$ cat src/rtl/cfgdec_pkg.sv
package cfgdec_pkg;

  localparam int BE_W   = 4;
  localparam int DATA_W = 32;

  typedef enum logic [1:0] {
    K_LOCAL = 2'd0,
    K_CFG   = 2'd1,
    K_IO    = 2'd2
  } acc_kind_e;

  typedef struct packed {
    logic       en;
    logic [7:0] bus;
    logic [4:0] dev;
    logic [2:0] func;
    logic [5:0] regn;
  } cfg_addr_t;

  function automatic cfg_addr_t unpack_addr(input logic [DATA_W-1:0] w);
    cfg_addr_t a;
    a.en   = w[31];
    a.bus  = w[23:16];
    a.dev  = w[15:11];
    a.func = w[10:8];
    a.regn = w[7:2];
    return a;
  endfunction

  function automatic logic [DATA_W-1:0] pack_addr(input cfg_addr_t a);
    return {a.en, 7'd0, a.bus, a.dev, a.func, a.regn, 2'b00};
  endfunction

  function automatic logic is_dword(input logic [BE_W-1:0] be);
    return &be;
  endfunction

  function automatic logic type_of_bus(input logic [7:0] bus);
    return |bus;
  endfunction

endpackage

$ cat src/rtl/cfgdec_addr_reg.sv
module cfgdec_addr_reg
  import cfgdec_pkg::*;
(
  input  logic              clk,
  input  logic              rst_n,
  input  logic              wr_en,
  input  logic [DATA_W-1:0] wr_data,
  output cfg_addr_t         addr_q,
  output logic [DATA_W-1:0] rd_view
);
  cfg_addr_t q;

  always_ff @(posedge clk) begin
    if (!rst_n) q <= '0;
    else if (wr_en) q <= unpack_addr(wr_data);
  end

  assign addr_q  = q;
  assign rd_view = pack_addr(q);
endmodule

$ cat src/rtl/cfgdec_classify.sv
module cfgdec_classify
  import cfgdec_pkg::*;
#(
  parameter int              ADDR_W    = 16,
  parameter logic [ADDR_W-1:0] ADDR_PORT = 16'hCF8,
  parameter logic [ADDR_W-1:0] DATA_PORT = 16'hCFC
) (
  input  logic [ADDR_W-1:0] addr,
  input  logic [BE_W-1:0]   be,
  input  logic              cfg_en,
  output acc_kind_e         kind
);
  localparam logic [ADDR_W-3:0] ADDR_DW = ADDR_PORT[ADDR_W-1:2];
  localparam logic [ADDR_W-3:0] DATA_DW = DATA_PORT[ADDR_W-1:2];

  logic hit_addr, hit_data;
  assign hit_addr = (addr[ADDR_W-1:2] == ADDR_DW);
  assign hit_data = (addr[ADDR_W-1:2] == DATA_DW);

  always_comb begin
    kind = K_IO;
    if (hit_addr && is_dword(be) && (addr[1:0] == 2'b00)) kind = K_LOCAL;
    else if (hit_data && cfg_en)                          kind = K_CFG;
  end
endmodule

$ cat src/rtl/cfg_port_decoder.sv
module cfg_port_decoder
  import cfgdec_pkg::*;
#(
  parameter int                ADDR_W    = 16,
  parameter logic [ADDR_W-1:0] ADDR_PORT = 16'hCF8,
  parameter logic [ADDR_W-1:0] DATA_PORT = 16'hCFC
) (
  input  logic              clk,
  input  logic              rst_n,
  input  logic              req_valid,
  input  logic              req_write,
  input  logic [ADDR_W-1:0] req_addr,
  input  logic [3:0]        req_be,
  input  logic [31:0]       req_wdata,
  output logic              resp_ready,
  output logic [31:0]       resp_rdata,
  output logic              cfg_valid,
  output logic              cfg_write,
  output logic              cfg_type,
  output logic [7:0]        cfg_bus,
  output logic [4:0]        cfg_dev,
  output logic [2:0]        cfg_func,
  output logic [5:0]        cfg_reg,
  output logic [3:0]        cfg_be,
  output logic [31:0]       cfg_wdata,
  input  logic              cfg_done,
  input  logic [31:0]       cfg_rdata,
  output logic              io_valid,
  output logic              io_write,
  output logic [ADDR_W-1:0] io_addr,
  output logic [3:0]        io_be,
  output logic [31:0]       io_wdata,
  input  logic              io_done,
  input  logic [31:0]       io_rdata
);
  typedef enum logic {ST_IDLE = 1'b0, ST_ACT = 1'b1} state_e;

  state_e            state_q;
  acc_kind_e         kind_q, kind_d;
  logic              h_write;
  logic [ADDR_W-1:0] h_addr;
  logic [BE_W-1:0]   h_be;
  logic [DATA_W-1:0] h_wdata;

  cfg_addr_t         addr_q;
  logic [DATA_W-1:0] addr_view;

  // Named internal events, used by the checker.
  logic busy, ev_local_wr, ev_local, ev_finish;
  logic [DATA_W-1:0] done_data;

  assign busy        = (state_q == ST_ACT);
  assign ev_local    = busy && (kind_q == K_LOCAL);
  assign ev_local_wr = ev_local && h_write;
  assign ev_finish   = ev_local
                    || (busy && (kind_q == K_CFG) && cfg_done)
                    || (busy && (kind_q == K_IO)  && io_done);

  always_comb begin
    case (kind_q)
      K_LOCAL: done_data = addr_view;
      K_CFG:   done_data = cfg_rdata;
      default: done_data = io_rdata;
    endcase
  end

  cfgdec_classify #(
    .ADDR_W(ADDR_W), .ADDR_PORT(ADDR_PORT), .DATA_PORT(DATA_PORT)
  ) u_cls (
    .addr(req_addr), .be(req_be), .cfg_en(addr_q.en), .kind(kind_d)
  );

  cfgdec_addr_reg u_areg (
    .clk(clk), .rst_n(rst_n), .wr_en(ev_local_wr), .wr_data(h_wdata),
    .addr_q(addr_q), .rd_view(addr_view)
  );

  always_ff @(posedge clk) begin
    if (!rst_n) begin
      state_q    <= ST_IDLE;
      kind_q     <= K_IO;
      h_write    <= 1'b0;
      h_addr     <= '0;
      h_be       <= '0;
      h_wdata    <= '0;
      resp_ready <= 1'b0;
      resp_rdata <= '0;
    end else begin
      resp_ready <= 1'b0;
      if (!busy) begin
        if (req_valid) begin
          state_q <= ST_ACT;
          kind_q  <= kind_d;
          h_write <= req_write;
          h_addr  <= req_addr;
          h_be    <= req_be;
          h_wdata <= req_wdata;
        end
      end else if (ev_finish) begin
        state_q    <= ST_IDLE;
        resp_ready <= 1'b1;
        resp_rdata <= h_write ? '0 : done_data;
      end
    end
  end

  assign cfg_valid = busy && (kind_q == K_CFG);
  assign cfg_write = h_write;
  assign cfg_type  = type_of_bus(addr_q.bus);
  assign cfg_bus   = addr_q.bus;
  assign cfg_dev   = addr_q.dev;
  assign cfg_func  = addr_q.func;
  assign cfg_reg   = addr_q.regn;
  assign cfg_be    = h_be;
  assign cfg_wdata = h_wdata;

  assign io_valid  = busy && (kind_q == K_IO);
  assign io_write  = h_write;
  assign io_addr   = h_addr;
  assign io_be     = h_be;
  assign io_wdata  = h_wdata;
endmodule

$ cat config.mk
export PLATFORM = sky130hd
export DESIGN_NAME = cfg_port_decoder
export DESIGN_NICKNAME = d
export VERILOG_FILES = /design/src/rtl/cfgdec_pkg.sv /design/src/rtl/cfgdec_addr_reg.sv /design/src/rtl/cfgdec_classify.sv /design/src/rtl/cfg_port_decoder.sv
export SDC_FILE = /design/constraint.sdc
export NUM_CORES = 1
export LEC_CHECK = 0
export ABC_AREA = 1
export BUFFER_PORTS_ARGS = -buffer_cell sky130_fd_sc_hd__buf_2
export CORE_ASPECT_RATIO = 1.1
export CORE_MARGIN = 2
export CORE_UTILIZATION = 30
export CTS_BUF_LIST = sky130_fd_sc_hd__clkbuf_8
export DETAILED_ROUTE_END_ITERATION = 12
export PLACE_DENSITY = 0.68
export SLEW_MARGIN = 15
export SYNTH_ARGS = -nofsm -noshare
export SYNTH_HDL_FRONTEND = slang
export SYNTH_SLANG_ARGS = --single-unit
$ cat constraint.sdc
create_clock -name clk -period 1.55 [get_ports clk]
set_clock_uncertainty 0.05 [all_clocks]
set_input_delay 0.31 -clock clk [delete_from_list [all_inputs] [get_ports clk]]
set_output_delay 0.31 -clock clk [all_outputs]
set_load 0.01 [all_outputs]
==> PnR_summary.wiki, run 1 <==
{| class="wikitable"
! Metric !! Value
|-
| Result of the run || complete, but fails checks
|-
| Failing checks || setup timing
|-
| Synth Instances || 733
|-
| Initial antenna violation count || 0
|-
| Least-Margin Pin Slew || 319 ps
|-
| Final Hold Vio Count || 0
|-
| Area leader, netlist || sky130_fd_sc_hd__dfxtp_1
|-
| DRC violation count after routing || 0
|-
| Share of layout cells above drive strength 1 || 39.7%
|-
| Global-route wire length before repair || 25700 um
|-
| Crit-path slowest cell || sky130_fd_sc_hd__dfxtp_2
|-
| Data arrival time at the worst-slack endpoint || 1250 ps
|-
| Ratio of final minimum period to clock period || 104%
|-
| Number of buffers added to fix hold violations after cts || 0
|-
| Clock transition at path regs || 100 ps
|-
| Mapped Area || 4940 sq um
|-
| Violation count after the first detailed-routing iteration || 258
|-
| Critical path cell sequence || nor4_1 -> nand2_1 -> buf_2
|-
| Final core utilization || 43.4%
|-
| Leading cell types in the layout, fill and taps excluded || 269 x sky130_fd_sc_hd__buf_2, 192 x sky130_fd_sc_hd__nor2_1, 162 x sky130_fd_sc_hd__nand2_1
|-
| Clock latency of the later-clocked register in the worst-skew pair || 380 ps
|-
| Final max-slew violation count || 0
|-
| Worst setup slack after layout || -59.2 ps
|-
| Primary FF master, synth || sky130_fd_sc_hd__dfxtp_1
|-
| Number of synthesized flops with an enable pin || 0
|-
| Final weighted congestion of routability-driven global placement || 0.836
|-
| Post-layout nets || 1090
|-
| Detail-routed via count per cell || 4.63
|-
| # clock sinks || 112
|-
| First-pass DRT Iterations || 6
|-
| Maximum vdd drop || 0.000426 V
|-
| Final number of setup-violating endpoints || 2
|-
| Synthesized flop and latch total || 112
|-
| Delay-heaviest family, CP || simple AND/OR/NAND/NOR gates
|-
| Number of diodes added for antenna fixing || 0
|-
| Per-cell routed wire length || 15.1 um
|-
| Combined buffer and inverter count along the critical path || 1
|-
| Number of global-route vias before repair || 4742
|-
| Synth unique cells || 21
|-
| Post-Synthesis Mean Instance Area || 6.74 sq um
|-
| Die area || 17500 sq um
|-
| Largest cells by area after synthesis || sky130_fd_sc_hd__dfxtp_1 45%, sky130_fd_sc_hd__nor2_1 15%, sky130_fd_sc_hd__nand2_1 14%
|-
| Post-route antenna net violation count || 0
|-
| Final critical-path required period || 1610 ps
|-
| Power density over cell area || 912 nW/um^2
|-
| WP data required || 1190 ps
|-
| Worst setup path class || reg -> out
|-
| Largest net degree at the start of global routing || 56
|-
| Count of input and output buffers || 269
|-
| Number of buffers on the longest clock path || 2
|-
| Top cell type's share of synthesized area || 45.4%
|-
| Area grow syn2layout || 42.8%
|-
| Initial Util || 30.4%
|-
| Setup repair after global routing missed its margin || yes
|-
| Overall die height || 139 um
|-
| I/O pin total || 270
|-
| Max-cap viol count || 0
|-
| Leading cell type in the layout, fill and taps excluded || sky130_fd_sc_hd__buf_2
|-
| Worst slack at placement || 87.8 ps
|-
| Root cell of the clock tree || sky130_fd_sc_hd__clkbuf_8
|-
| Level count of the clock H-tree || 3
|-
| Critical Path Max Stage Delay || 340 ps
|-
| Half-perimeter wire length of the detailed placement result || 12500 um
|-
| Clock tree from TritonCTS || yes
|-
| Crit. End Element || primary output
|-
| Leak Pwr || 3.91 nW
|-
| Tightest Hold Check Type || in -> reg
|-
| Total of warnings raised by yosys || 0
|-
| Worst relative slew slack || 78.7%
|-
| Placement row count || 49
|-
| Async SR Flop Fraction || 0%
|-
| Total wire length || 17800 um
|-
| Syn Nets || 855
|-
| Num CTS Buffers || 9
|-
| Launching element type of the critical path || flip-flop
|-
| Maximum fanout along the worst path || 2
|-
| Via count || 5440
|-
| GR Overflow Total || 0
|-
| Max Clock Freq || 621 MHz
|-
| Chip Width || 126 um
|-
| Fillers || 1697
|-
| Seq/Total Area, Yosys || 45.4%
|-
| Area of the core || 16200 sq um
|-
| Total track usage || 18.5%
|}
==> worst reg2reg max path, delay by kind of cell (launching register included) <==
kind	cells	cell delay [ps]
AOI/OAI and AO/OA	1	170
buffers and inverters	3	410
DFF	1	380
and+or+nand+nor	4	410
==> worst paths after layout <==
path / startpoint / end / slack, ps / cells after the start
hold / removal: req_valid / busy$_SDFF_PN0_ / 80 / 2
setup / recovery: u_areg.addr_q[14]$_SDFFE_PN0P_ / cfg_type / -60 / 3
hold reg to reg: resp_rdata[26]$_SDFFE_PN0P_ / resp_rdata[26]$_SDFFE_PN0P_ / 410 / 2
setup reg to reg: kind_q[1]$_SDFFE_PN1P_ / resp_rdata[24]$_SDFFE_PN0P_ / 70 / 8
==> sequential cells by signal, summed over array words and instances, names as in the netlist <==
register,count
resp_rdata,32
resp_ready,1
cfg_wdata,32
cfg_be,4
u_areg.addr_q,23
cfg_write,1
busy,1
io_addr,16
kind_q,2
==> synthesized netlist by cell type, types with 2 or more instances <==
cell and instances:
sky130_fd_sc_hd__buf_4 42, sky130_fd_sc_hd__nor4_1 2, sky130_fd_sc_hd__buf_2 9, sky130_fd_sc_hd__o21ai_0 82
sky130_fd_sc_hd__nand3_1 27, sky130_fd_sc_hd__clkbuf_1 29, sky130_fd_sc_hd__nor3_1 2, sky130_fd_sc_hd__o21ai_1 4
sky130_fd_sc_hd__dfxtp_1 112, sky130_fd_sc_hd__nand2_1 186, sky130_fd_sc_hd__nand4_1 3, sky130_fd_sc_hd__a21oi_1 13
sky130_fd_sc_hd__inv_2 5, sky130_fd_sc_hd__inv_1 17, sky130_fd_sc_hd__nor2_1 194
==> per-stage QoR <==
step,setup TNS [ps],instances,hold slack (ps),power (mW),area [sq um]
after global placement,0,1150,383,4.55,6350
after floorplan,0,733,370,4.01,4940
after detailed placement,0,1150,391,4.56,6350
final,-76.1,1176,84.7,6.44,7050
after global routing,-179,1176,75.9,6.78,7050
after CTS,-79.4,1171,56.3,6.46,6660
==> power by group <==
group	leakage, nW	switching, mW	internal (mW)
clock network	0.108	1.02	0.835
logic	2.88	0.765	0.597
registers	0.924	0.150	3.07
total	3.91	1.93	4.50
==> layer usage <==
| layer | GRT usage, % | vias up | wire length, um |
|---|---|---|---|
| met5 | 0 | - | 0 |
| met3 | 2.28 | 27 | 880 |
| met1 | 25.0 | 2482 | 7730 |
| met4 | 6.65 | 0 | 397 |
| li1 | - | 2731 | - |
| met2 | 30.6 | 200 | 8750 |
==> repair_timing <==
item	in CTS	in global routing
pin swaps	4	45
buffers inserted	5	4
gates cloned	1	3
resized for setup	14	82
endpoints found under the setup margin	3	49
==> layout make-up <==
cell class | instances | area (sq um) | share of cell area, %
clock buffers | 11 | 151 | 2.15
clock inverters | 4 | 51.3 | 0.727
inverters | 22 | 88.8 | 1.26
multi-input cells | 519 | 2470 | 35.0
flip-flops and latches | 112 | 2260 | 32.1
well taps | 204 | 255 | 3.62
repair buffers | 304 | 1780 | 25.2
==> kinds of logic after synthesis <==
logic type,count (synthesis),synth area share [%]
simple gates,418,33.1
compound gates,101,10.3
buf+inv,102,11.2
flops,112,45.4
Note: power is estimated with default switching activity, not from simulation.
==> run 2: changes to the inputs <==
--- a/config.mk
+++ b/config.mk
@@ -12,7 +12,8 @@
 export CORE_UTILIZATION = 30
 export CTS_BUF_LIST = sky130_fd_sc_hd__clkbuf_8
 export DETAILED_ROUTE_END_ITERATION = 12
-export PLACE_DENSITY = 0.68
+export PLACE_DENSITY = 0.7
+export SETUP_SLACK_MARGIN = 0.05
 export SLEW_MARGIN = 15
 export SYNTH_ARGS = -nofsm -noshare
 export SYNTH_HDL_FRONTEND = slang
==> constraint.sdc (replaced) <==
create_clock -name clk -period 1.35 [get_ports clk]
set_clock_uncertainty 0.05 [all_clocks]
set_input_delay 0.27 -clock clk [delete_from_list [all_inputs] [get_ports clk]]
set_output_delay 0.27 -clock clk [all_outputs]
set_load 0.01 [all_outputs]
==> PnR_summary.wiki, run 2 (synthesis gave the netlist of run 1 again) <==
{| class="wikitable"
! Metric !! Value
|-
| Result of the run || complete, but fails checks
|-
| Failing checks || setup timing
|-
| Post-layout nets || 1134
|-
| Total net switching power || 2.48 mW
|-
| Final number of setup-violating endpoints || 55
|-
| Num CTS Buffers || 9
|-
| I/O pin total || 270
|-
| Number of global-route vias before repair || 5230
|-
| Share of layout cells above drive strength 1 || 57.7%
|-
| Placement row count || 49
|-
| Switching fraction of total power || 31.8%
|-
| Launching element type of the critical path || flip-flop
|-
| Leading cell types in the layout, fill and taps excluded || 258 x sky130_fd_sc_hd__buf_2, 180 x sky130_fd_sc_hd__nor2_1, 110 x sky130_fd_sc_hd__nand2_1
|-
| Final max-slew violation count || 0
|-
| First-pass DRT Iterations || 4
|-
| Fraction of power consumed by the clock network || 26.4%
|-
| Detail-routed via count per cell || 4.69
|-
| Die area || 17500 sq um
|-
| Final standard cell count with taps included and fillers excluded || 1222
|-
| Post-route antenna net violation count || 0
|-
| Leak Pwr || 4.56 nW
|-
| Per-cell routed wire length || 16.0 um
|-
| Placed cells || 1154
|-
| Clock transition at path regs || 110 ps
|-
| Setup repair after global routing missed its margin || yes
|-
| Global-route wire length before repair || 27200 um
|-
| Relative contribution of combinational cells to total power || 25.7%
|-
| Largest net degree at the start of global routing || 77
|-
| Via count || 5730
|-
| Number of buffers on the longest clock path || 2
|-
| Maximum vdd drop || 0.000477 V
|-
| WP data required || 1030 ps
|-
| Power density over cell area || 928 nW/um^2
|-
| Initial antenna violation count || 1
|-
| Violation count after the first detailed-routing iteration || 313
|-
| Clock latency of the later-clocked register in the worst-skew pair || 390 ps
|-
| Final weighted congestion of routability-driven global placement || 0.859
|-
| Seq pwr share || 47.8%
|-
| Worst slack at placement || -88.1 ps
|-
| Tightest Hold Check Type || in -> reg
|-
| GR Overflow Total || 0
|-
| Chip Width || 126 um
|-
| Maximum fanout along the worst path || 4
|-
| Number of buffers added to fix hold violations after cts || 0
|-
| Worst setup slack after layout || -236 ps
|-
| Least-Margin Pin Slew || 415 ps
|-
| Final critical-path required period || 1590 ps
|-
| Area grow syn2layout || 70.3%
|-
| Critical Path Max Stage Delay || 410 ps
|-
| Half-perimeter wire length of the detailed placement result || 11800 um
|-
| DRC violation count after routing || 0
|-
| Delay-heaviest family, CP || flip-flops
|-
| Max-cap viol count || 0
|-
| Area of the core || 16200 sq um
|-
| Count of input and output buffers || 269
|-
| Total wire length || 19500 um
|-
| Initial Util || 30.4%
|-
| Crit-path slowest cell || sky130_fd_sc_hd__dfxtp_4
|-
| Cell-internal power || 5.33 mW
|-
| Max Clock Freq || 631 MHz
|-
| Root cell of the clock tree || sky130_fd_sc_hd__clkbuf_8
|-
| Data arrival time at the worst-slack endpoint || 1270 ps
|-
| Leading cell type in the layout, fill and taps excluded || sky130_fd_sc_hd__buf_2
|-
| Clock tree from TritonCTS || yes
|-
| Final Hold Vio Count || 0
|-
| Crit. End Element || primary output
|-
| Combined buffer and inverter count along the critical path || 3
|-
| Overall die height || 139 um
|-
| Critical path cell sequence || inv_4 -> nor3_4 -> buf_4 -> buf_6
|-
| Worst relative slew slack || 72.3%
|-
| Total track usage || 19.3%
|-
| # clock sinks || 112
|-
| Worst setup path class || reg -> out
|-
| Ratio of final minimum period to clock period || 117%
|-
| Level count of the clock H-tree || 3
|}
[run 2: tightest hold or removal path, stage by stage]
cell and delay, ps:
sky130_fd_sc_hd__buf_2 70, sky130_fd_sc_hd__nor2_1 30, sky130_fd_sc_hd__nor2_1 70
[run 2: final cells by class]
cell class,instances,area (sq um)
antenna,1,2.50
clock inverter,7,70.1
inverter,22,105
fill,1490,7830
timing repair buffer,346,2580
multi-input combinational,521,2940
clock buffer,9,124
tap,204,255
sequential,112,2340
[run 2: layer usage]
layer  GRT usage (%)  up-vias  part of all wire (%)
li1                -     2830                     -
met1            24.4     2675                    41
met2            32.6      183                    52
met3            2.51       42                   3.8
met4            9.14        0                   3.3
met5               0        -                     0
[run 2: power by group through the flow]
stage	Clock [mW]	Combinational, mW	Sequential [mW]
4_1_cts	2.12	1.73	3.73
6_report	2.06	2.01	3.73
3_3_place_gp	0	1.45	3.77
2_1_floorplan	0	0.780	3.84
3_5_place_dp	0	1.46	3.77
5_1_grt	2.26	2.18	3.77
[run 2: metrics by stage]
stage               TNS (ps)  power (mW)  utilization (%)  cell area (sq um)  hold slack [ps]
detailed placement     -1370        5.24             39.6               6430              389
CTS                    -3720        7.59             46.8               7610             20.8
floorplan                  0        4.62                -               4970              330
global placement        -269        5.22             39.6               6430              386
global route           -8220        8.20             51.8               8410             33.0
finish                 -4940        7.81             51.8               8410             28.1
[run 2: final timing paths]
path / from / to / slack [ps] / cells past startpoint
setup reg to reg: kind_q[0]$_SDFFE_PN0P_ / resp_rdata[16]$_SDFFE_PN0P_ / -180 / 11
hold / removal: req_wdata[25] / cfg_wdata[25]$_SDFFE_PN0P_ / 30 / 3
setup / recovery: kind_q[1]$_SDFFE_PN1P_ / io_valid / -240 / 4
hold reg to reg: resp_rdata[28]$_SDFFE_PN0P_ / resp_rdata[28]$_SDFFE_PN0P_ / 390 / 2
[run 2: what timing repair did]
action	in CTS	in global routing
resized for setup	214	160
setup endpoints to repair	97	118
endpoints found under the hold margin	0	0
cloned	9	13
buffers inserted	14	22
pin swaps	62	77
